**config.mk**
```make
export PLATFORM = sky130hd
export DESIGN_NAME = info_unlock_gate
export DESIGN_NICKNAME = d
export VERILOG_FILES = /design/src/rtl/info_unlock_gate.sv
export SDC_FILE = /design/constraint.sdc
export NUM_CORES = 1
export LEC_CHECK = 0
export BUFFER_PORTS_ARGS = -buffer_cell sky130_fd_sc_hd__buf_2
export CORE_UTILIZATION = 31
export DETAILED_ROUTE_END_ITERATION = 8
export GPL_ROUTABILITY_DRIVEN = 1
export GPL_TIMING_DRIVEN = 1
export PLACE_DENSITY = 0.77
export SLEW_MARGIN = 10
export SYNTH_ARGS = -nofsm -noshare
export SYNTH_HDL_FRONTEND = slang
export SYNTH_SLANG_ARGS = --single-unit
```
**constraint.sdc**
```tcl
create_clock -name clk -period 2.1 [get_ports clk]
set_clock_uncertainty 0.2 [all_clocks]
set_input_delay 0.63 -clock clk [delete_from_list [all_inputs] [get_ports clk]]
set_output_delay 0.63 -clock clk [all_outputs]
set_load 0.02 [all_outputs]
```
**src/rtl/info_unlock_gate.sv**
```systemverilog
module info_unlock_gate #(
  parameter int                ADDR_W  = 8,
  parameter int                DATA_W  = 32,
  parameter logic [ADDR_W-1:0] KEY_OFS = 8'h40,
  parameter logic [DATA_W-1:0] KEY_A   = 32'h3A7F5CA3,
  parameter logic [DATA_W-1:0] KEY_B   = 32'hA1E34F20,
  parameter logic [DATA_W-1:0] KEY_C   = 32'h9608B2C1
) (
  input  logic              clk,
  input  logic              rst_n,
  input  logic              wr_en,
  input  logic [ADDR_W-1:0] wr_addr,
  input  logic [DATA_W-1:0] wr_data,
  output logic [DATA_W-1:0] rd_data,
  output logic              access_en
);

  logic [1:0] step_q, step_d;
  logic       open_q, open_d;

  wire hit     = wr_en && (wr_addr == KEY_OFS);
  wire is_a    = (wr_data == KEY_A);
  wire restart = is_a;

  always_comb begin
    step_d = step_q;
    open_d = open_q;
    if (hit) begin
      if (open_q) begin
        open_d = 1'b0;
        step_d = 2'd0;
      end else begin
        case (step_q)
          2'd0: step_d = is_a ? 2'd1 : 2'd0;
          2'd1: step_d = (wr_data == KEY_B) ? 2'd2 : (restart ? 2'd1 : 2'd0);
          2'd2: begin
            if (wr_data == KEY_C) begin
              open_d = 1'b1;
              step_d = 2'd0;
            end else begin
              step_d = restart ? 2'd1 : 2'd0;
            end
          end
          default: step_d = 2'd0;
        endcase
      end
    end
  end

  always_ff @(posedge clk or negedge rst_n) begin
    if (!rst_n) begin
      step_q <= 2'd0;
      open_q <= 1'b0;
    end else begin
      step_q <= step_d;
      open_q <= open_d;
    end
  end

  assign access_en = open_q;
  assign rd_data   = '0;

  assert_step_range_R4: assert property (@(posedge clk) disable iff (!rst_n)
    step_q != 2'd3);

  assert_idle_hold_R8: assert property (@(posedge clk) disable iff (!rst_n)
    !hit |=> ($stable(step_q) && $stable(access_en)));

  assert_third_key_opens_R3: assert property (@(posedge clk) disable iff (!rst_n)
    (hit && !access_en && step_q == 2'd2 && wr_data == KEY_C) |=> access_en);

  assert_write_relocks_R6: assert property (@(posedge clk) disable iff (!rst_n)
    (hit && access_en) |=> (!access_en && step_q == 2'd0));

  assert_open_needs_key_c_R3: assert property (@(posedge clk) disable iff (!rst_n)
    $rose(access_en) |-> $past(hit && wr_data == KEY_C));

  assert_first_key_restarts_R5: assert property (@(posedge clk) disable iff (!rst_n)
    (hit && !access_en && wr_data == KEY_A) |=> (step_q == 2'd1));

  assert_open_step_clear_R6: assert property (@(posedge clk) disable iff (!rst_n)
    access_en |-> step_q == 2'd0);

endmodule

```
==> results of run 1 <==
-- critical path: stages --
cell	delay [ps]
buf_6	90
nand4b_1	150
or4_4	490
or4_4	490
o41ai_2	200
-- path summary, 6_finish.rpt --
path	slack [ps]	end	cells past startpoint
setup / recovery	-10	step_q[0]	5
hold / removal	300	access_en	2
setup reg to reg	170	step_q[0]	4
hold reg to reg	300	access_en	2
max in group asynchronous	1060	step_q[0]	2
min in group asynchronous	530	access_en	2
-- final cells by class --
cell class,instances,area share [%]
Multi-Input combinational cell,71,50.1
Timing Repair Buffer,49,33.1
Inverter,1,0.462
Clock buffer,4,3.24
Tap cell,25,3.85
Sequential cell,3,9.24
-- metrics by stage --
| step | std cells | setup TNS (ps) |
|---|---|---|
| after floorplan | 107 | -163 |
| after global placement | 148 | -475 |
| after detailed placement | 148 | -536 |
| after CTS | 153 | -23.0 |
| after global routing | 153 | -64.5 |
| final | 153 | -10.5 |
-- cell families (layout without fill, tap and decap cells) --
family / count (synthesis) / count (layout) / synth area share [%]
and+or+nand+nor: 35 / 35 / 39.3
buffers and inverters: 33 / 54 / 41.0
AOI/OAI and AO/OA: 4 / 4 / 6.51
DFF: 3 / 3 / 12.6
other: 1 / 32 / 0.630
-- placed cells by master, fill, tap and decap left out, drive strengths merged --
| cell type | count |
|---|---|
| a41oi | 1 |
| buf | 48 |
| clkbuf | 4 |
| conb | 32 |
| dfrtp | 3 |
| dlygate4sd3 | 1 |
| inv | 1 |
| nand2 | 4 |
| nand2b | 1 |
| nand3 | 3 |
| nand3b | 2 |
| nand4 | 2 |
| nand4b | 4 |
| nor2 | 2 |
| nor2b | 1 |
| nor3 | 3 |
| nor4 | 1 |
| nor4b | 5 |
| nor4bb | 2 |
| o21ai | 1 |
| o41ai | 2 |
| or2 | 1 |
| or4 | 4 |
-- what timing repair did --
item / CTS / global route
gates resized for setup: 1 / 3
hold buffers: 1 / 0
hold endpoints to repair: 3 / 0
setup endpoints to repair: 1 / 2
setup buffers: 0 / 0
pin swaps: 1 / 0
-- sequential cells by signal, summed over array words and instances (netlist names) --
| name | cells |
|---|---|
| step_q | 2 |
| access_en | 1 |
-- routing by layer --
metal	GRT usage, %	routed length (um)	vias to the layer above
li1	-	-	325
met3	1.19	147	4
met1	14.2	526	295
met5	0	0	-
met4	15.9	36	0
met2	23.4	724	50
-- power by group through the flow --
| stage | sequential, uW | clock, uW | combinational, uW |
|---|---|---|---|
| global route | 58.0 | 111 | 128 |
| CTS | 58.1 | 108 | 114 |
| finish | 58.1 | 101 | 117 |
| detailed placement | 58.9 | 0 | 111 |
| floorplan | 58.9 | 0 | 107 |
| global placement | 58.9 | 0 | 109 |
==> metrics.txt, run 1 <==
leakage=0.000415 uW; Pwr Total=276 uW; layout cells sized above 1=43.8%; Setup violations, final=1; fmax=0.474 GHz; Logic pwr share=42.2%; Post-Place Worst Slack=-334 ps; Critical path origin=wr_data[30]; WL/cell=9.37 um; Hold WS=298 ps; placed cell area=756 um^2; sw power=105 uW; Nets=172; initial antenna violation count=0; Area Overhead vs Synth=36.3%; Critical Path Fanout Max=2; vias=674; Startpoint Class=input pin; Die Wd=45.8 um; clk slew on worst S/H paths=40 ps; final weighted congestion in routability-driven placement=0.737; DP HPWL=1.27 mm; flops & latches, synth=3; Overflow after GRT=0; Mapped Cells=76; root buffer cell=clkbuf_4; pin count of the biggest net entering global routing=6; # rows=15; fin crit share=100%; Setup CP Type=in -> reg; vias in the first global route=542; diode count=0; CTS Buffer Depth=2; Die ar.=2100 um^2; final setup margin=-10.5 ps; beginning of the worst hold path=access_en; clock group share of total power=36.7%; initial DRC count=12; multi-input logic area=407 um^2; Mapped Area=596 um^2; Num CTS Buffers=3; Worst Path Required=2030 ps; Detailed Route WL=1.43 mm; Core ar.=1760 um^2; I/O pins=76; top cell type by total area after synthesis=buf_4; Critical Path End Type=register; asr flop ratio synth=100%; net switching share of the total power=38.1%; Post-DRT Antenna Nets=0; Seq pwr share=21.1%; status=finished, violations left; CTS tree=yes; Arr. time, crit path=2040 ps; Synth Flop Type=dfrtp_1; vias per cell=4.41; Synth top cells by count=buf_4, nor4b_1, nand2_1, nand4b_1, or4_1; fillers=191; Ys Warns=0; RSZ-0062 raised after global routing=true; Starting Density=33.8%; top cells by area, synth=buf_4, dfrtp_1, nor4b_1; Max-Cap Viols=0; Power Density=340 nW/um^2; post-synthesis sequential area ratio=12.6%; max-slew violations=0; first-pass GRT wire length=2.04 mm; count leader, synth=buf_4; Reg area=75.1 um^2; VDD IR-drop max=0.129 mV; Yosys cell types=22; CTS Sinks=3; RR Startpoint=access_en; Clock Latency Late Sink=230 ps; Post-synth EDFFs=0; Int Pwr=171 uW; minimum clock period=2110 ps; worst hold path class=reg -> reg; Finished Core Util=46.0%; drt first pass iters=4; Final Hold Vio Count=0; Port Buffers=43; violated checks=setup timing; Design Area, Final=812 um^2; Syn Area/Cell=7.84 um^2; All-Layer GR Usage=14.0%; Yosys top cell area share=40.3%; DRC=0; die height=45.8 um; CTS H-tree depth=1
Note: power is estimated with default switching activity, not from simulation.
==> inputs of run 2 (changes only) <==
CORE_ASPECT_RATIO = 0.7   (was default)
==> run 2 against run 1 <==
Effect of this change:
- the flow still finishes with violations (setup timing)
- power is 2.2% higher
- critical path depth stayed put
- setup slack improved by 6.0 ps
- count of clock-buffer cells in the layout unchanged
- register-to-register slack lost 20 ps
- final cell count decreased by 2.6%
- die area up 0.14%
- sequential cell count did not move
- largest power group unchanged
==> metrics.txt, run 2 (synthesized netlist as in run 1, its figures left out) <==
All-Layer GR Usage=13.7% (-0.34 points); Num CTS Buffers=3 (unchanged); Power Density=350 nW/um^2 (+2.8%); Critical Path End Type=register; Setup violations, final=1 (unchanged); most frequent cells in the layout=buf_2, conb_1, buf_4; Die Wd=54.4 um (+19%); Area Overhead vs Synth=35.5%; VDD IR-drop max=0.136 mV (+6.0%); RSZ-0062 raised after global routing=true; Max-Cap Viols=0 (unchanged); slowest CP cell=or4_4; vias=665 (-1.3%); root buffer cell=clkbuf_4; # rows=12 (-3); DP HPWL=1.30 mm (+2.3%); max FFs per register=2 (unchanged); fmax=0.475 GHz (+0.28%); final setup margin=-4.51 ps (+5.98 ps); WL/cell=9.88 um (+5.5%); clk slew on worst S/H paths=40 ps (about the same); vias per cell=4.46 (+1.3%); Overflow after GRT=0 (unchanged); I/O pins=76 (unchanged); Nets=172 (unchanged); Port Buffers=43 (unchanged); worst hold path class=reg -> reg; initial DRC count=3 (-9); CP top delay family=simple AND/OR/NAND/NOR gates; crit-path max cell delay=490 ps (about the same); Detailed Route WL=1.47 mm (+2.7%); initial antenna violation count=0 (unchanged); diode count=0 (unchanged); Clock Latency Late Sink=240 ps (about the same); most common cell after layout, fill and taps aside=buf_2; Final Hold Vio Count=0 (unchanged); DRC=0 (unchanged); violated checks=setup timing; fin crit share=100% (-0.28 points); Hold WS=296 ps (-1.76 ps); Die ar.=2100 um^2 (+0.14%); layout cells sized above 1=43.8% (unchanged); Post-DRT Antenna Nets=0 (unchanged); Cells after DPL=144 (-2.7%); Worst-Margin Slew=485 ps; Slew headroom=67.2%; Critical Path Fanout Max=2 (unchanged); Worst Path Required=2040 ps (about the same); minimum clock period=2100 ps (-5.98 ps); CTS Sinks=3 (unchanged); pin count of the biggest net entering global routing=6 (unchanged); largest register by flop count=step_q; status=finished, violations left; CTS H-tree depth=1 (unchanged); leakage=0.000415 uW (unchanged); placed cell area=751 um^2 (-0.66%); first-pass GRT wire length=1.95 mm (-4.8%); Setup CP Type=in -> reg; Pwr Total=282 uW (+2.2%); Finished Core Util=47.6% (+1.5 points); Startpoint Class=input pin; non-filler cells, final=149 (-2.6%); die height=38.7 um (-16%); CP cell instances=buf_6 -> nand4b_1 -> or4_4 -> or4_4 -> o41ai_2; CTS tree=yes; final weighted congestion in routability-driven placement=0.876 (+19%); CP bufs+invs=1 (unchanged); Core ar.=1700 um^2 (-3.8%); drt first pass iters=4 (unchanged); vias in the first global route=503 (-7.2%); Design Area, Final=807 um^2 (-0.62%); most frequent CP cell=or4_4; Arr. time, crit path=2050 ps (about the same); max-slew violations=0 (unchanged); CTS Buffer Depth=2 (unchanged); Starting Density=35.1% (+1.3 points)
[run 2: cell counts in the layout (fill, tap and decap cells not counted)]
Identical to the previous run, type by type.
[run 2: repair_timing]
action,CTS,global route
endpoints found under the setup margin,1,2
resized for setup,1,3
setup buffers,0,0
endpoints found under the hold margin,3,0
hold buffers,1,0
pin swaps,1,0
[run 2: power by group]
part	switching (uW)	internal (uW)
logic	74.8	41.4
registers	0.0000000000247	58.1
clock network	36.1	71.6
[run 2: final cells by class]
| cell class | count | area [um^2] |
|---|---|---|
| repair buffers | 49 | 269 |
| clock buffers | 4 | 26.3 |
| flip-flops and latches | 3 | 75.1 |
| multi-input cells | 71 | 407 |
| inverters | 1 | 3.75 |
| well taps | 21 | 26.3 |
| fillers | 164 | 890 |
[run 2: worst paths after layout]
check,startpoint,endpoint,slack (ps),cells past startpoint
max,wr_data[30],step_q[0],-5,5
min,access_en,access_en,300,2
max reg2reg,access_en,step_q[0],150,4
min reg2reg,access_en,access_en,300,2
max in group asynchronous,rst_n,step_q[1],1080,2
min in group asynchronous,rst_n,step_q[0],510,2
[run 2: metrics by stage]
step,setup TNS (ps),worst slack [ps]
3_3_place_gp,-558,-301
4_1_cts,-14.6,-14.6
6_report,-4.51,-4.51
5_1_grt,-59.9,-59.9
3_5_place_dp,-576,-333
2_1_floorplan,-163,-163
[run 2: tightest hold or removal path, stage by stage (launching register included)]
cell and delay (ps):
dfrtp_1 350, nand2_1 50, o41ai_1 50
[run 2: routing by layer]
metal | vias up | GRT usage (%) | wire, um
li1 | 320 | - | -
met1 | 299 | 15.0 | 580
met2 | 43 | 22.3 | 722
met3 | 3 | 6.27 | 148
met4 | 0 | 6.41 | 21
met5 | - | 0 | 0
